[src/rtl/txbuf_pkg.sv]
package txbuf_pkg;

    localparam int NUM_BUF = 3;
    localparam int DATA_W  = 8;
    localparam int ADDR_W  = 1;

    typedef enum logic [ADDR_W-1:0] {
        REG_STATUS = 1'b0,
        REG_IRQEN  = 1'b1
    } reg_sel_e;

    typedef struct packed {
        logic     wr;
        logic     rd;
        reg_sel_e sel;
    } bus_req_t;

    typedef enum logic [1:0] {
        INIT_OFF    = 2'd0,
        INIT_ACTIVE = 2'd1,
        INIT_SWITCH = 2'd2
    } init_state_e;

    function automatic init_state_e decode_init(input logic req, input logic ack);
        if (req && ack)        return INIT_ACTIVE;
        else if (!req && !ack) return INIT_OFF;
        else                   return INIT_SWITCH;
    endfunction

endpackage

[src/rtl/txbuf_flag_cell.sv]
module txbuf_flag_cell (
    input  logic clk,
    input  logic rst,
    input  logic set_req,
    input  logic clr_req,
    output logic empty_q
);
    always_ff @(posedge clk) begin
        if (rst)          empty_q <= 1'b1;
        else if (set_req) empty_q <= 1'b1;
        else if (clr_req) empty_q <= 1'b0;
    end
endmodule

[src/rtl/txbuf_irqen_reg.sv]
module txbuf_irqen_reg
    import txbuf_pkg::*;
#(
    parameter int NBUF = NUM_BUF
) (
    input  logic            clk,
    input  logic            rst,
    input  logic            init_req,
    input  logic            init_ack,
    input  logic            wr_stb,
    input  logic [NBUF-1:0] wr_data,
    output logic [NBUF-1:0] en_q
);
    init_state_e mode;
    assign mode = decode_init(init_req, init_ack);

    always_ff @(posedge clk) begin
        if (rst || mode == INIT_ACTIVE) begin
            en_q <= '0;
        end else if (wr_stb && mode == INIT_OFF) begin
            en_q <= wr_data;
        end
    end
endmodule

[src/rtl/txbuf_irq_gen.sv]
module txbuf_irq_gen #(
    parameter int NBUF = 3
) (
    input  logic            clk,
    input  logic            rst,
    input  logic [NBUF-1:0] flags,
    input  logic [NBUF-1:0] enables,
    output logic            irq_q
);
    always_ff @(posedge clk) begin
        if (rst) irq_q <= 1'b0;
        else     irq_q <= |(flags & enables);
    end
endmodule

[src/rtl/can_txbuf_status.sv]
module can_txbuf_status
    import txbuf_pkg::*;
#(
    parameter int NBUF = NUM_BUF,
    parameter int DW   = DATA_W
) (
    input  logic            clk,
    input  logic            rst,
    input  logic            bus_wr,
    input  logic            bus_rd,
    input  logic            bus_addr,
    input  logic [DW-1:0]   bus_wdata,
    output logic [DW-1:0]   bus_rdata,
    input  logic            init_req,
    input  logic            init_ack,
    input  logic [NBUF-1:0] tx_done,
    input  logic [NBUF-1:0] abort_done,
    output logic [NBUF-1:0] empty_flags,
    output logic [NBUF-1:0] pending_mask,
    output logic [NBUF-1:0] access_block,
    output logic            irq
);
    localparam int PAD_W = DW - NBUF;

    bus_req_t        req;
    logic [NBUF-1:0] flag_q;
    logic [NBUF-1:0] irqen_q;
    logic [NBUF-1:0] hw_set;
    logic [NBUF-1:0] sw_clr;

    assign req.wr  = bus_wr;
    assign req.rd  = bus_rd;
    assign req.sel = reg_sel_e'(bus_addr);

    assign hw_set = tx_done | abort_done;
    assign sw_clr = (req.wr && req.sel == REG_STATUS) ? bus_wdata[NBUF-1:0] : '0;

    for (genvar b = 0; b < NBUF; b++) begin : g_flag
        txbuf_flag_cell u_cell (
            .clk     (clk),
            .rst     (rst),
            .set_req (hw_set[b]),
            .clr_req (sw_clr[b]),
            .empty_q (flag_q[b])
        );
    end

    txbuf_irqen_reg #(.NBUF(NBUF)) u_irqen (
        .clk      (clk),
        .rst      (rst),
        .init_req (init_req),
        .init_ack (init_ack),
        .wr_stb   (req.wr && req.sel == REG_IRQEN),
        .wr_data  (bus_wdata[NBUF-1:0]),
        .en_q     (irqen_q)
    );

    txbuf_irq_gen #(.NBUF(NBUF)) u_irq (
        .clk     (clk),
        .rst     (rst),
        .flags   (flag_q),
        .enables (irqen_q),
        .irq_q   (irq)
    );

    always_comb begin
        bus_rdata = '0;
        if (req.rd) begin
            case (req.sel)
                REG_STATUS: bus_rdata = {{PAD_W{1'b0}}, flag_q};
                REG_IRQEN:  bus_rdata = {{PAD_W{1'b0}}, irqen_q};
                default:    bus_rdata = '0;
            endcase
        end
    end

    assign empty_flags  = flag_q;
    assign pending_mask = ~flag_q;
    assign access_block = ~flag_q;
endmodule

[config.mk]
export PLATFORM = sky130hd
export DESIGN_NAME = can_txbuf_status
export DESIGN_NICKNAME = d
export VERILOG_FILES = /design/src/rtl/txbuf_pkg.sv /design/src/rtl/txbuf_flag_cell.sv /design/src/rtl/txbuf_irqen_reg.sv /design/src/rtl/txbuf_irq_gen.sv /design/src/rtl/can_txbuf_status.sv
export SDC_FILE = /design/constraint.sdc
export NUM_CORES = 1
export LEC_CHECK = 0
export BUFFER_PORTS_ARGS = -buffer_cell sky130_fd_sc_hd__buf_4
export CAP_MARGIN = 0
export CELL_PAD_IN_SITES_DETAIL_PLACEMENT = 2
export CELL_PAD_IN_SITES_GLOBAL_PLACEMENT = 2
export CORE_MARGIN = 2
export CORE_UTILIZATION = 19
export CTS_CLUSTER_DIAMETER = 60
export CTS_CLUSTER_SIZE = 25
export DETAILED_ROUTE_END_ITERATION = 12
export GPL_TIMING_DRIVEN = 0
export PLACE_DENSITY_LB_ADDON = 0.1
export SYNTH_ARGS = -nofsm -noshare
export SYNTH_HDL_FRONTEND = slang
export SYNTH_HIERARCHICAL = 1
export SYNTH_SLANG_ARGS = --single-unit
[constraint.sdc]
create_clock -name clk -period 1.63 [get_ports clk]
set_clock_uncertainty 0.05 [all_clocks]
set_input_delay 0.163 -clock clk [delete_from_list [all_inputs] [get_ports clk]]
set_output_delay 0.163 -clock clk [all_outputs]
set_load 0.05 [all_outputs]
; ---- After elaboration in Yosys (flattened, before gate mapping)
; Index checks and enable logic that the tools add are counted.
[op_classes]
n_eq_ne = 1
mux = 5
n_bitwise = 4
reduce_logical = 13
[ops]
columns = op, count
row1 = case mux 8 bit (2 select lines), 1
row2 = 2-to-1 mux 8 bit, 1
row3 = OR reduction 2 bit, 3
row4 = logical AND 1 bit, 5
row5 = 2-to-1 mux 2 bit, 2
row6 = bitwise AND 3 bit, 1
row7 = 2-to-1 mux 3 bit, 1
row8 = inverter 3 bit, 1
row9 = OR 3 bit, 1
row10 = OR reduction 3 bit, 1
row11 = == test 2 x 1 -> 1 bit (second input constant), 1
row12 = zero test 1 bit, 2
row13 = zero test 2 bit, 1
row14 = logical OR 1 bit, 1
row15 = inverter 1 bit, 1
[word_totals]
regBits = 7
in_bits = 21
out_inout_bits = 18
elab_cells = 28

; ---- Longest topological paths before layout
[logic_depth]
word_depth = 6
ltp_mapped = 4
depth_no_buf = 4

; ---- Hierarchy
; The synthesis kept the hierarchy.
[by_module_without_submodules]
columns = module, n_inst, cells_per_inst, area_per_inst_um2, seq_area_each_um2
row1 = can_txbuf_status, 1, 26, 173.9, 0.0
row2 = txbuf_irqen_reg, 1, 17, 160.2, 60.1
row3 = txbuf_flag_cell, 3, 4, 32.5, 20.0
row4 = txbuf_irq_gen, 1, 3, 33.8, 20.0

; ---- Worst setup path after synthesis
; Ideal clock, no wire load.
[synth_path]
kind = reg2out
from = reg g_flag[1].u_cell.empty_q
to = out bus_rdata[1]
t_arrival_ns = 1.514
required_ns = 1.417
setup_slack_ns = -0.097
stages_incl_launch_ff = 3
path_buffers = 0
path_cell_list = dfxtp_1 > mux2i_1 > nor2b_1
[synth_via]
elab_chain_cells = 2
[synth_lines]
columns = element, line
row1 = start: declaration, txbuf_flag_cell.sv:6  ; output logic empty_q
row2 = start signal: assignment, txbuf_flag_cell.sv:9  ; if (rst) empty_q <= 1'b1;
row3 = start signal: assignment, txbuf_flag_cell.sv:10  ; else if (set_req) empty_q <= 1'b1;
row4 = start signal: assignment, txbuf_flag_cell.sv:11  ; else if (clr_req) empty_q <= 1'b0;
row5 = case mux 8 bit (2 select lines), can_txbuf_status.sv:69  ; case (req.sel)
row6 = 2-to-1 mux 8 bit, can_txbuf_status.sv:68  ; if (req.rd) begin
row7 = end: declaration, can_txbuf_status.sv:13  ; output logic [DW-1:0] bus_rdata,
; No other way between the ends. The select of a mux whose other input is x is not followed.

; ---- Final worst setup path
[layout_path]
from = reg g_flag[0].u_cell.empty_q
to = out bus_rdata[0]
[layout_via]
elab_chain_cells = 2
[layout_lines]
columns = element, line
row1 = start: declaration, txbuf_flag_cell.sv:6
row2 = start signal: assignment, txbuf_flag_cell.sv:9
row3 = start signal: assignment, txbuf_flag_cell.sv:10
row4 = start signal: assignment, txbuf_flag_cell.sv:11
row5 = case mux 8 bit (2 select lines), can_txbuf_status.sv:69
row6 = 2-to-1 mux 8 bit, can_txbuf_status.sv:68
; No other way between the ends. The select of a mux whose other input is x is not followed.

==> out/qor.csv <==
metric,value,unit
comb_power_share,29.6,%
place_congestion,0.6759,
grt_pass1_vias,529,
path_max_fanout,5,
synth_mux_area_share,6.452,%
ant_nets,0,
clkPwrFrac,33.6,%
crit_chain,mux2i_1 -> nor2b_2 -> buf_4,
synth-simple-area-share,35.48,%
grt_overflow,0,
diodes,0,
first_iter_violations,5,
rsz0062_at_grt,false,
p_seq_share,36.8,%
total_power,0.4814,mW
period_needed,1317,ps
final-setup-viol-count,0,
dp_hpwl,1190,um
max_freq,759.4,MHz
die_area,2862,um2
cp.required,1420,ps
synthCells,58,
arrival,1100,ps
cts-hold-fix-buffers,0,
grt_max_degree,8,
multi_input_area,265.3,um2
yosys.cell_count.top_type,nand3b_1,
start_kind,flip-flop,
drv_cap,0,
fin_crit_sh,80.79,%
core,2255,um2
route.detailed.drc,0,
outcome,completed,
viasPerCell,4.074,
synth_top_family_by_area,simple AND/OR/NAND/NOR gates,
crit_path_end_kind,output pin,
track_usage,11.82,%
synth_top_area_share,30.11,%
regArea,140.1,um2
grt_util_met3,3.107,%
cts_tree,built,
finalSetupTns,0,ps
totalWireLength,1440,um
holdWs,84.93,ps
final_nets,116,
synth_fa_ha_area_share,0,%
clock-sinks,7,
clock_path_buffers,2,
synth_largest_area_cell,dfxtp_1,
rows,17,
switching_share,31.81,%
use_met1,14.84,%
clkLatencyLatePin,250,ps
drive_above_1_share,47.87,%
cts-root-buf,clkbuf_4,
cts.clk_slew.worst_paths,60,ps
leakage,0.4071,nW
netSwitchingPower,0.1531,mW
yosys-top-cells-area,"dfxtp_1, nand3b_1, buf_4",
reg2reg_depth,2,
maxSlewViolCount,0,
synthFlopType,dfxtp_1,
slowest_delay,420,ps
p_per_area,633.8,nW/um2
n_fill_cell,280,
dr.pass1.iters,4,
start_util,20.64,%
stdcell_count,122,
die_h,53.50,um
dp_cells,118,
cts_setup_buffers,0,
hold-path-cell-count,2,
syn_avg_cell_area,8.025,um2
grt_busiest_layer,met2,
cts-resized-gates,0,
grt_use_met2,18.72,%
synth_common_cells,"nand3b_1, buf_4, dfxtp_1",
critPathKind,flip-flop to output pin,
synth_area,465.4,um2
h-tree-depth,1,
holdCritPathClass,primary input to flip-flop,
ys_warn_count,6,
die_w,53.50,um
synth-compound-area-share,9.409,%
synth_xor_area_share,0,%
synth_seq_cells,7,
yosysUniqueCellTypes,14,
postLayoutCoreUtil,33.68,%
ir_drop,172.6,uV
power.internal,0.3283,mW
numCtsBuffers,3,
via_count,497,
io_pins,39,
syn_to_final_growth,63.17,%
grt_pass1_wl,2435,um
grt_antenna_before_repair,0,
hold_viol_final,0,
synth_edf_count,0,
async_reset_ff_share,0,%
slowest_stage,dfxtp_1,
yosysSeqAreaShare,30.11,%
wl_per_cell,11.80,um
numPortBuffers,28,
-- kinds of logic (layout without fill, tap and decap cells) --
group                  after synthesis  count (layout)
AO/OA/AOI/OAI                        7               7
other                                1               5
multiplexers                         3               3
flip-flops                           7               7
AND/OR/NAND/NOR                     26              26
buffers and inverters               14              46
-- worst paths after layout --
check | startpoint | end | slack (ps)
setup / recovery | g_flag[0].u_cell/empty_q | bus_rdata[0] | 310
hold / removal | rst | u_irqen/en_q[2] | 80
setup reg to reg | g_flag[0].u_cell/empty_q | u_irq/irq_q | 700
hold reg to reg | g_flag[1].u_cell/empty_q | g_flag[1].u_cell/empty_q | 460
-- stage by stage --
stage	setup WS, ps	instance area, um2
5_1_grt	224.1	759.5
6_report	313.1	759.5
3_5_place_dp	572.6	733.2
4_1_cts	308.1	759.5
2_1_floorplan	83.22	488.0
3_3_place_gp	584.5	733.2
-- final cells by class --
| type | count | area share, % |
|---|---|---|
| multi-input cells | 41 | 34.93 |
| repair buffers | 28 | 27.68 |
| flip-flops and latches | 7 | 18.45 |
| plain buffers | 8 | 7.908 |
| well taps | 28 | 4.613 |
| clock buffers | 4 | 3.460 |
| inverters | 6 | 2.965 |
-- layer usage --
layer / vias up / part of all wire [%] / wire length (um)
met5: - / 0 / 0
met4: 0 / 1.1 / 16
met3: 2 / 9.2 / 133
met2: 24 / 43 / 620
met1: 221 / 46 / 669
li1: 250 / - / -
-- cell usage in the layout, fill, tap and decap left out, drive strengths merged, types with 4 or more instances in the layout --
cell type,count
and2,4
buf,36
clkbuf,4
conb,5
dfxtp,7
inv,6
nand3b,9
nor2,4
nor2b,5
-- critical path: cells and delay by family, from the launching register on --
| kind | cells | cell delay, ps |
|---|---|---|
| buffers and inverters | 1 | 190 |
| multiplexers | 1 | 130 |
| flip-flops | 1 | 420 |
| AND/OR/NAND/NOR | 1 | 120 |
-- sequential cells by signal, indices dropped and copies added, names as in the netlist --
signal / count
u_irqen/en_q: 3
u_irq/irq_q: 1
g_flag.u_cell/empty_q: 3
-- power groups by stage --
stage                     Combinational, mW  Sequential (mW)  Clock (mW)
after detailed placement              0.143            0.181           0
after floorplan                      0.0850            0.185           0
after global placement                0.141            0.181           0
after CTS                             0.144            0.177       0.168
after global routing                  0.153            0.178       0.178
final                                 0.143            0.177       0.162
No activity file was read; power rests on OpenSTA's default activity.
